$ cat src/rtl/irq_agg_pkg.sv
package irq_agg_pkg;
  localparam int NUM_LINES    = 4;
  localparam int PINS_PER_DEV = 4;
  localparam int LINE_W       = 2;
  localparam int SLOT_W       = 5;

  // one rotation step of the slot swizzle
  function automatic int swizzle(int pin, int slot);
    return (pin + slot) % NUM_LINES;
  endfunction
endpackage

$ cat src/rtl/irq_pin_track.sv
module irq_pin_track #(
  parameter int PINS = 4
) (
  input  logic            clk_i,
  input  logic            rst_ni,
  input  logic [PINS-1:0] lvl_i,
  output logic [PINS-1:0] rise_o,
  output logic [PINS-1:0] fall_o
);
  logic [PINS-1:0] last_q;

  always_ff @(posedge clk_i or negedge rst_ni) begin
    if (!rst_ni) last_q <= '0;
    else         last_q <= lvl_i;
  end

  assign rise_o = lvl_i & ~last_q;
  assign fall_o = ~lvl_i & last_q;
endmodule

$ cat src/rtl/irq_route.sv
module irq_route
  import irq_agg_pkg::*;
#(
  parameter int N_DEV    = 6,
  parameter int MAX_HOPS = 2,
  parameter int HOP_W    = 2,
  parameter int CNT_W    = 5,
  parameter logic [N_DEV*MAX_HOPS*SLOT_W-1:0] DEV_PATH = '0,
  parameter logic [N_DEV*HOP_W-1:0]           DEV_HOPS = '0
) (
  input  logic [N_DEV*PINS_PER_DEV-1:0] rise_i,
  input  logic [N_DEV*PINS_PER_DEV-1:0] fall_i,
  output logic [NUM_LINES*CNT_W-1:0]    up_o,
  output logic [NUM_LINES*CNT_W-1:0]    dn_o
);
  localparam int NPINS = N_DEV * PINS_PER_DEV;

  function automatic int map_pin(int d, int p);
    int l;
    int hops;
    l    = p;
    hops = int'(DEV_HOPS[d*HOP_W +: HOP_W]);
    for (int h = 0; h < MAX_HOPS; h++)
      if (h < hops) l = swizzle(l, int'(DEV_PATH[(d*MAX_HOPS+h)*SLOT_W +: SLOT_W]));
    return l;
  endfunction

  logic [LINE_W-1:0] pin_line [NPINS];

  for (genvar gd = 0; gd < N_DEV; gd++) begin : g_dev
    for (genvar gp = 0; gp < PINS_PER_DEV; gp++) begin : g_pin
      localparam int LINE_IDX = map_pin(gd, gp);
      assign pin_line[gd*PINS_PER_DEV+gp] = LINE_W'(LINE_IDX);
    end
  end

  always_comb begin
    logic [CNT_W-1:0] up_v;
    logic [CNT_W-1:0] dn_v;
    up_o = '0;
    dn_o = '0;
    for (int l = 0; l < NUM_LINES; l++) begin
      up_v = '0;
      dn_v = '0;
      for (int i = 0; i < NPINS; i++) begin
        if (int'(pin_line[i]) == l) begin
          up_v = up_v + CNT_W'(rise_i[i]);
          dn_v = dn_v + CNT_W'(fall_i[i]);
        end
      end
      up_o[l*CNT_W +: CNT_W] = up_v;
      dn_o[l*CNT_W +: CNT_W] = dn_v;
    end
  end
endmodule

$ cat src/rtl/irq_line_counter.sv
module irq_line_counter #(
  parameter int CNT_W = 5
) (
  input  logic             clk_i,
  input  logic             rst_ni,
  input  logic [CNT_W-1:0] up_i,
  input  logic [CNT_W-1:0] dn_i,
  output logic [CNT_W-1:0] cnt_o,
  output logic             line_o,
  output logic             uflow_o
);
  logic [CNT_W-1:0] cnt_q;
  logic [CNT_W:0]   sum;
  logic [CNT_W:0]   diff;

  assign sum     = {1'b0, cnt_q} + {1'b0, up_i};
  assign uflow_o = sum < {1'b0, dn_i};
  assign diff    = sum - {1'b0, dn_i};

  always_ff @(posedge clk_i or negedge rst_ni) begin
    if (!rst_ni)      cnt_q <= '0;
    else if (uflow_o) cnt_q <= '0;
    else              cnt_q <= diff[CNT_W-1:0];
  end

  assign cnt_o  = cnt_q;
  assign line_o = cnt_q != '0;
endmodule

$ cat src/rtl/irq_line_agg.sv
module irq_line_agg
  import irq_agg_pkg::*;
#(
  parameter int N_DEV    = 6,
  parameter int MAX_HOPS = 2,
  parameter int HOP_W    = $clog2(MAX_HOPS + 1),
  parameter int CNT_W    = $clog2(N_DEV * PINS_PER_DEV + 1),
  // slot of device d at hop h lives at bits (d*MAX_HOPS+h)*SLOT_W; hop 0 is the device itself
  parameter logic [N_DEV*MAX_HOPS*SLOT_W-1:0] DEV_PATH =
    {5'd5, 5'd7, 5'd5, 5'd1, 5'd0, 5'd4, 5'd0, 5'd3, 5'd0, 5'd2, 5'd0, 5'd1},
  parameter logic [N_DEV*HOP_W-1:0] DEV_HOPS =
    {2'd2, 2'd2, 2'd1, 2'd1, 2'd1, 2'd1}
) (
  input  logic                          clk_i,
  input  logic                          rst_ni,
  input  logic [N_DEV*PINS_PER_DEV-1:0] pin_i,
  output logic [NUM_LINES-1:0]          line_o,
  output logic [NUM_LINES*CNT_W-1:0]    cnt_o
);
  localparam int NPINS = N_DEV * PINS_PER_DEV;

  logic [NPINS-1:0]           rise;
  logic [NPINS-1:0]           fall;
  logic [NUM_LINES*CNT_W-1:0] up;
  logic [NUM_LINES*CNT_W-1:0] dn;
  logic [NUM_LINES-1:0]       uflow;

  for (genvar gd = 0; gd < N_DEV; gd++) begin : g_trk
    irq_pin_track #(.PINS(PINS_PER_DEV)) u_trk (
      .clk_i  (clk_i),
      .rst_ni (rst_ni),
      .lvl_i  (pin_i[gd*PINS_PER_DEV +: PINS_PER_DEV]),
      .rise_o (rise[gd*PINS_PER_DEV +: PINS_PER_DEV]),
      .fall_o (fall[gd*PINS_PER_DEV +: PINS_PER_DEV])
    );
  end

  irq_route #(
    .N_DEV    (N_DEV),
    .MAX_HOPS (MAX_HOPS),
    .HOP_W    (HOP_W),
    .CNT_W    (CNT_W),
    .DEV_PATH (DEV_PATH),
    .DEV_HOPS (DEV_HOPS)
  ) u_route (
    .rise_i (rise),
    .fall_i (fall),
    .up_o   (up),
    .dn_o   (dn)
  );

  for (genvar gl = 0; gl < NUM_LINES; gl++) begin : g_line
    irq_line_counter #(.CNT_W(CNT_W)) u_cnt (
      .clk_i   (clk_i),
      .rst_ni  (rst_ni),
      .up_i    (up[gl*CNT_W +: CNT_W]),
      .dn_i    (dn[gl*CNT_W +: CNT_W]),
      .cnt_o   (cnt_o[gl*CNT_W +: CNT_W]),
      .line_o  (line_o[gl]),
      .uflow_o (uflow[gl])
    );
  end
endmodule

$ cat config.mk
export PLATFORM = sky130hd
export DESIGN_NAME = irq_line_agg
export DESIGN_NICKNAME = d
export VERILOG_FILES = /design/src/rtl/irq_agg_pkg.sv /design/src/rtl/irq_pin_track.sv /design/src/rtl/irq_route.sv /design/src/rtl/irq_line_counter.sv /design/src/rtl/irq_line_agg.sv
export SDC_FILE = /design/constraint.sdc
export NUM_CORES = 1
export LEC_CHECK = 0
export ABC_CLOCK_PERIOD_IN_PS = 4900
export BUFFER_PORTS_ARGS = -buffer_cell sky130_fd_sc_hd__buf_2
export CAP_MARGIN = 15
export CORE_AREA = 5 5 83 104
export DETAILED_ROUTE_END_ITERATION = 6
export DIE_AREA = 0 0 88 109
export GPL_ROUTABILITY_DRIVEN = 0
export GPL_TIMING_DRIVEN = 0
export PLACE_DENSITY = 0.69
export SYNTH_ARGS = -nofsm -noshare
export SYNTH_HDL_FRONTEND = slang
export SYNTH_SLANG_ARGS = --single-unit
$ cat constraint.sdc
create_clock -name clk_i -period 4.9 [get_ports clk_i]
set_clock_uncertainty 0.05 [all_clocks]
set_input_delay 0.98 -clock clk_i [delete_from_list [all_inputs] [get_ports clk_i]]
set_output_delay 0.98 -clock clk_i [all_outputs]
set_load 0.01 [all_outputs]
# Word-level counts from Yosys, hierarchy flattened
# Cells that the tools add are included.
# word_totals
regBits	44
latchBits	0
ram_bits	0
mem_bits_ro	0
in_bits	26
out_inout_bits	24
wordCells	94
memories	0
# classes
n_addsub	48
multipliers	0
n_div	0
order_cmp	4
n_eq_ne	0
shifts	0
mux	4
n_bitwise	24
reduce_logical	4
# ops
cell	count
5-bit by 1-bit adder with 5-bit output	27
4-bit AND	12
4-bit inverter	12
5-bit by 5-bit adder with 6-bit output	4
6-bit by 5-bit < comparator with 1-bit output	4
5-bit two-way mux	4
5-bit nonzero test	4
5-bit subtractor	4
1-bit by 1-bit adder with 2-bit output	8
3-bit by 1-bit adder with 4-bit output	2
2-bit by 1-bit adder with 3-bit output	2
4-bit by 1-bit adder with 5-bit output	1

# Depth between registers and ports, before layout
# depth
depth_word	10
depth_mapped	14
ltp_nobuf	14

# Cells and area by module
# Synthesis repeated with hierarchy kept, for this count alone.
# unflattened
cells_unflattened	396
hier_area_um2	4036.4
# by_module_without_submodules
module	n_inst	cells_per_inst	area_per_inst_um2	seq_area_each_um2
irq_line_counter	4	58	535.5	125.1
irq_pin_track	6	12	170.2	100.1
irq_route	1	92	873.3	0.0

# Least setup slack after synthesis
# No wires, ideal clock.
# synth_path
path_kind	input-to-reg
startpoint	in pin_i[1]
endpoint	reg g_line[2].u_cnt.cnt_q[3]
setup_time_ps	86
arrival_ps	4754
setup_slack_ps	11
stages	14
path_cell_list	nor2b_1 -> ha_1 -> fa_1 -> inv_1 -> fa_1 -> fa_1 -> inv_1 -> fa_1 -> inv_1 -> fa_1 -> and2b_2 -> or3_4 -> or3b_1 -> a32oi_1
# synth_via
elab_chain_cells	9
word_cells_on_any_way	17
cone_classes	12 x add/sub; 1 x order compare; 1 x mux; 3 x bitwise
# synth_rtl
element	line	text
start, declared	irq_line_agg.sv:16	input logic [N_DEV*PINS_PER_DEV-1:0] pin_i,
4-bit AND / 4-bit inverter (equally long branches)	irq_pin_track.sv:17, irq_pin_track.sv:18	
1-bit by 1-bit adder with 2-bit output / 4-bit AND (equally long branches)	irq_route.sv:47, irq_pin_track.sv:18	
5-bit by 1-bit adder with 5-bit output / 1-bit by 1-bit adder with 2-bit output (equally long branches)	irq_route.sv:47, irq_route.sv:48	
5-bit by 1-bit adder with 5-bit output (on tied branches) (3 in a row)	irq_route.sv:47, irq_route.sv:48	
5-bit by 5-bit adder with 6-bit output / 5-bit by 1-bit adder with 5-bit output (equally long branches)	irq_line_counter.sv:16, irq_route.sv:48	
5-bit subtractor / 6-bit by 5-bit < comparator with 1-bit output (equally long branches)	irq_line_counter.sv:18, irq_line_counter.sv:17	
5-bit two-way mux *	irq_line_counter.sv:22	else if (uflow_o) cnt_q <= '0;
end signal, assigned	irq_line_counter.sv:23	else cnt_q <= diff[CNT_W-1:0];
end, declared	irq_line_counter.sv:12	logic [CNT_W-1:0] cnt_q;
# Every way passes the cells marked *; elsewhere a longest branch is shown, timed or not.

# Worst setup path in the final report
# layout_path
startpoint	in pin_i[4]
endpoint	reg g_line[2].u_cnt.cnt_q[3]
# Same word-level chain as after synthesis.

==> results.ini <==
[synthesis]
synth_most_common_cell=inv_1
synthCells=361
synth_xor_area_frac=0.00968
synth_seq_cells=44
synth_edf_count=0
synth_top_area_frac=0.304
synth_ff_type=dfrtp_1
synth-adder-area-share=0.301
yosys-top-cells-area=dfrtp_1 (30%), fa_1 (18%), ha_1 (12%), nor2b_1 (5.2%), inv_1 (4.9%)
synth_area_leader_cell=dfrtp_1
synth_compound_area_frac=0.0989
syn_area_mm2=0.00362
seq_area_frac_synth=0.304
synth_cell_types=32
synth_nets=455
ys_async_sr_fraction=1.00
synth_top_family_by_area=adder cells
synth_mux_area_frac=0
yosys-top-cells-count=inv_1 (47), dfrtp_1 (44), ha_1 (36), fa_1 (32), nor2b_1 (30)
yosys_warnings=0
avgSynthCellArea_um2=10.0
synthSimpleGateAreaFrac=0.229

[cts]
cts_hold_buf=0
numCtsBuffers=5
cts_tree=done
cts.sinks=44
htreeDepth=2
cts.path.max_buffers=2
clock-root-buffer=clkbuf_8
clock_latency_ns=0.29
clk_pin_slew_worst_paths_ns=0.08

[grt]
grt_pass1_vias=2823
grtUsageMet1=0.196
grt.busiest_layer=met2
grt_pass1_wl_um=12400
grt_max_degree=45
grt_usage=0.164
grt_overflow_total=0
met3_usage=0.0295
antenna_found_initial=0
grt.met2_usage=0.289

[floorplanning]
core-area_mm2=0.00761
die_h_um=109
die_w_um=88
fp.dieArea_mm2=0.00959
ios=50
start_util=0.476
rows=36

[pwr]
irDropWorstVdd_mv=0.383
pwr_density_cell_mw_per_mm2=621
total_leakage_power_nw=2.05
p_total_mw=2.56

[detailed_routing]
ant_nets=0
totalWireLength_um=7050
drt-initial-drc-count=38
drcViolationCount=0
vias=2697
drt_pass1_iterations=4
via_per_inst=5.25
wl_per_cell_um=13.7

[finish]
final_core_utilization=0.542
nNetsFinal=515
n_antenna_cell=0
area_growth_pct=14.0
num-fill-cells=689
final_cells=514
drive_gt1_frac=0.196
finish.instance_area_mm2=0.00413

[timing]
hold_violations=0
rsz0062_at_grt=true
fin_crit_sh=0.973
setup_viol=0
relSlewSlack=0.707
tightest_slew_ns=0.440
drv_slew=0
fmax_mhz=210
min_period_ns=4.77

[worst_setup_path]
cp.depth=15
cpPeakStageDelay_ns=0.51
r2r_cells=14
worstPathCellList=buf_2, nor2b_1, ha_1, fa_1, inv_1, fa_2, fa_1, inv_1, fa_1, inv_1, fa_1, and2b_2, or3_4, or3b_1, a32oi_1
critical_path_arrival_ns=4.93
cp_max_fo=4
crit_top_cell=fa_1
slowest_stage=fa_1
cp.required_ns=5.06
cp-start-kind=primary input
end_kind=register
crit_type=primary input to register
critical_path_buf_inv_count=4
critPathTopFamily=adder cells

[hold_path]
hp-class=primary input to asynchronous set/reset pin

[placement]
place_area_mm2=0.00398
dpl.cell_count=505
io_buffers=49
dp_hpwl_um=5720

[outcome]
status=finished clean

[flow_run]
drv_cap=0

[layer usage]
| layer | vias up | part of all wire |
|---|---|---|
| li1 | 1329 | - |
| met3 | 14 | 0.037 |
| met5 | - | 0 |
| met1 | 1310 | 0.41 |
| met2 | 44 | 0.53 |
| met4 | 0 | 0.025 |
[final cells by class]
cell class                 count  area, um^2  share of cell area
buffer                         4        30.0             0.00727
clock buffer                   5        68.8              0.0167
inverter                      47         176              0.0427
multi-input combinational    266        2340               0.568
sequential                    44        1100               0.267
tap                           95         119              0.0288
timing repair buffer          53         288              0.0697
[stage by stage]
step / setup slack [ns] / TNS (ns) / hold WS, ns
2_1_floorplan: 0.0106 / 0 / 0.581
3_3_place_gp: -0.258 / -3.36 / 0.577
3_5_place_dp: -0.321 / -3.84 / 0.581
4_1_cts: 0.00740 / 0 / 0.595
5_1_grt: -0.0221 / -0.0221 / 0.462
6_report: 0.135 / 0 / 0.469
[sequential cells by signal, summed over array words and instances (netlist names)]
signal,count
g_trk.u_trk.last_q,24
g_line.u_cnt.cnt_o,20
[cells in the final DEF (no fill, tap or decap), drive strengths merged]
cell and instances:
and2b 8, inv 47, o21ai 2, nor2b 30, ha 36, xor2 4
and3 4, buf 57, o21bai 4, nand4 4, clkbuf 5, nand3 8
a311o 2, a32oi 4, nand2 18, o21a 2, nor3 12, o41ai 4
or3 8, a21o 4, and4b 4, or3b 2, o211ai 6, dfrtp 44
nand2b 22, nor2 20, fa 32, a21oi 20, a211oi 4, nand3b 2
[worst reg2reg max path: cells and delay by family (launching register included)]
kind                     cells  cell delay [ns]
AO/OA/AOI/OAI                1             0.17
adder cells (fa/ha/maj)      6             2.56
flip-flops                   1             0.38
buffers and inverters        3             0.19
AND/OR/NAND/NOR              4             0.86
[power breakdown]
group / internal [mW] / total [mW] / switching, mW
Sequential: 0.476 / 0.609 / 0.133
Clock: 0.0922 / 0.211 / 0.119
Combinational: 0.807 / 1.74 / 0.937
Total: 1.37 / 2.56 / 1.19
[worst paths after layout]
check	slack, ns	start	end
max in group asynchronous	3.86	rst_ni	g_trk[1].u_trk.last_q[1]
setup reg to reg	0.62	g_trk[1].u_trk.last_q[0]	g_line[2].u_cnt.cnt_o[3]
hold reg to reg	0.59	g_line[3].u_cnt.cnt_o[3]	g_line[3].u_cnt.cnt_o[3]
min in group clk_i	0.59	g_line[3].u_cnt.cnt_o[3]	g_line[3].u_cnt.cnt_o[3]
setup / recovery	0.13	pin_i[4]	g_line[2].u_cnt.cnt_o[3]
hold / removal	0.47	rst_ni	g_line[0].u_cnt.cnt_o[2]
[what timing repair did]
action | in CTS | in global routing
gates resized for setup | 0 | 9
cloned | 0 | 0
endpoints found under the setup margin | 1 | 17
pin swaps | 0 | 7
setup buffers | 1 | 2
[cells by family (layout without fill, tap and decap cells)]
kind of cell | Yosys count | after routing
AND/OR/NAND/NOR | 142 | 142
adder cells (fa/ha/maj) | 68 | 68
AO/OA/AOI/OAI | 52 | 52
buffers and inverters | 51 | 109
flip-flops | 44 | 44
XOR/XNOR | 4 | 4
No activity file was read; power rests on OpenSTA's default activity.
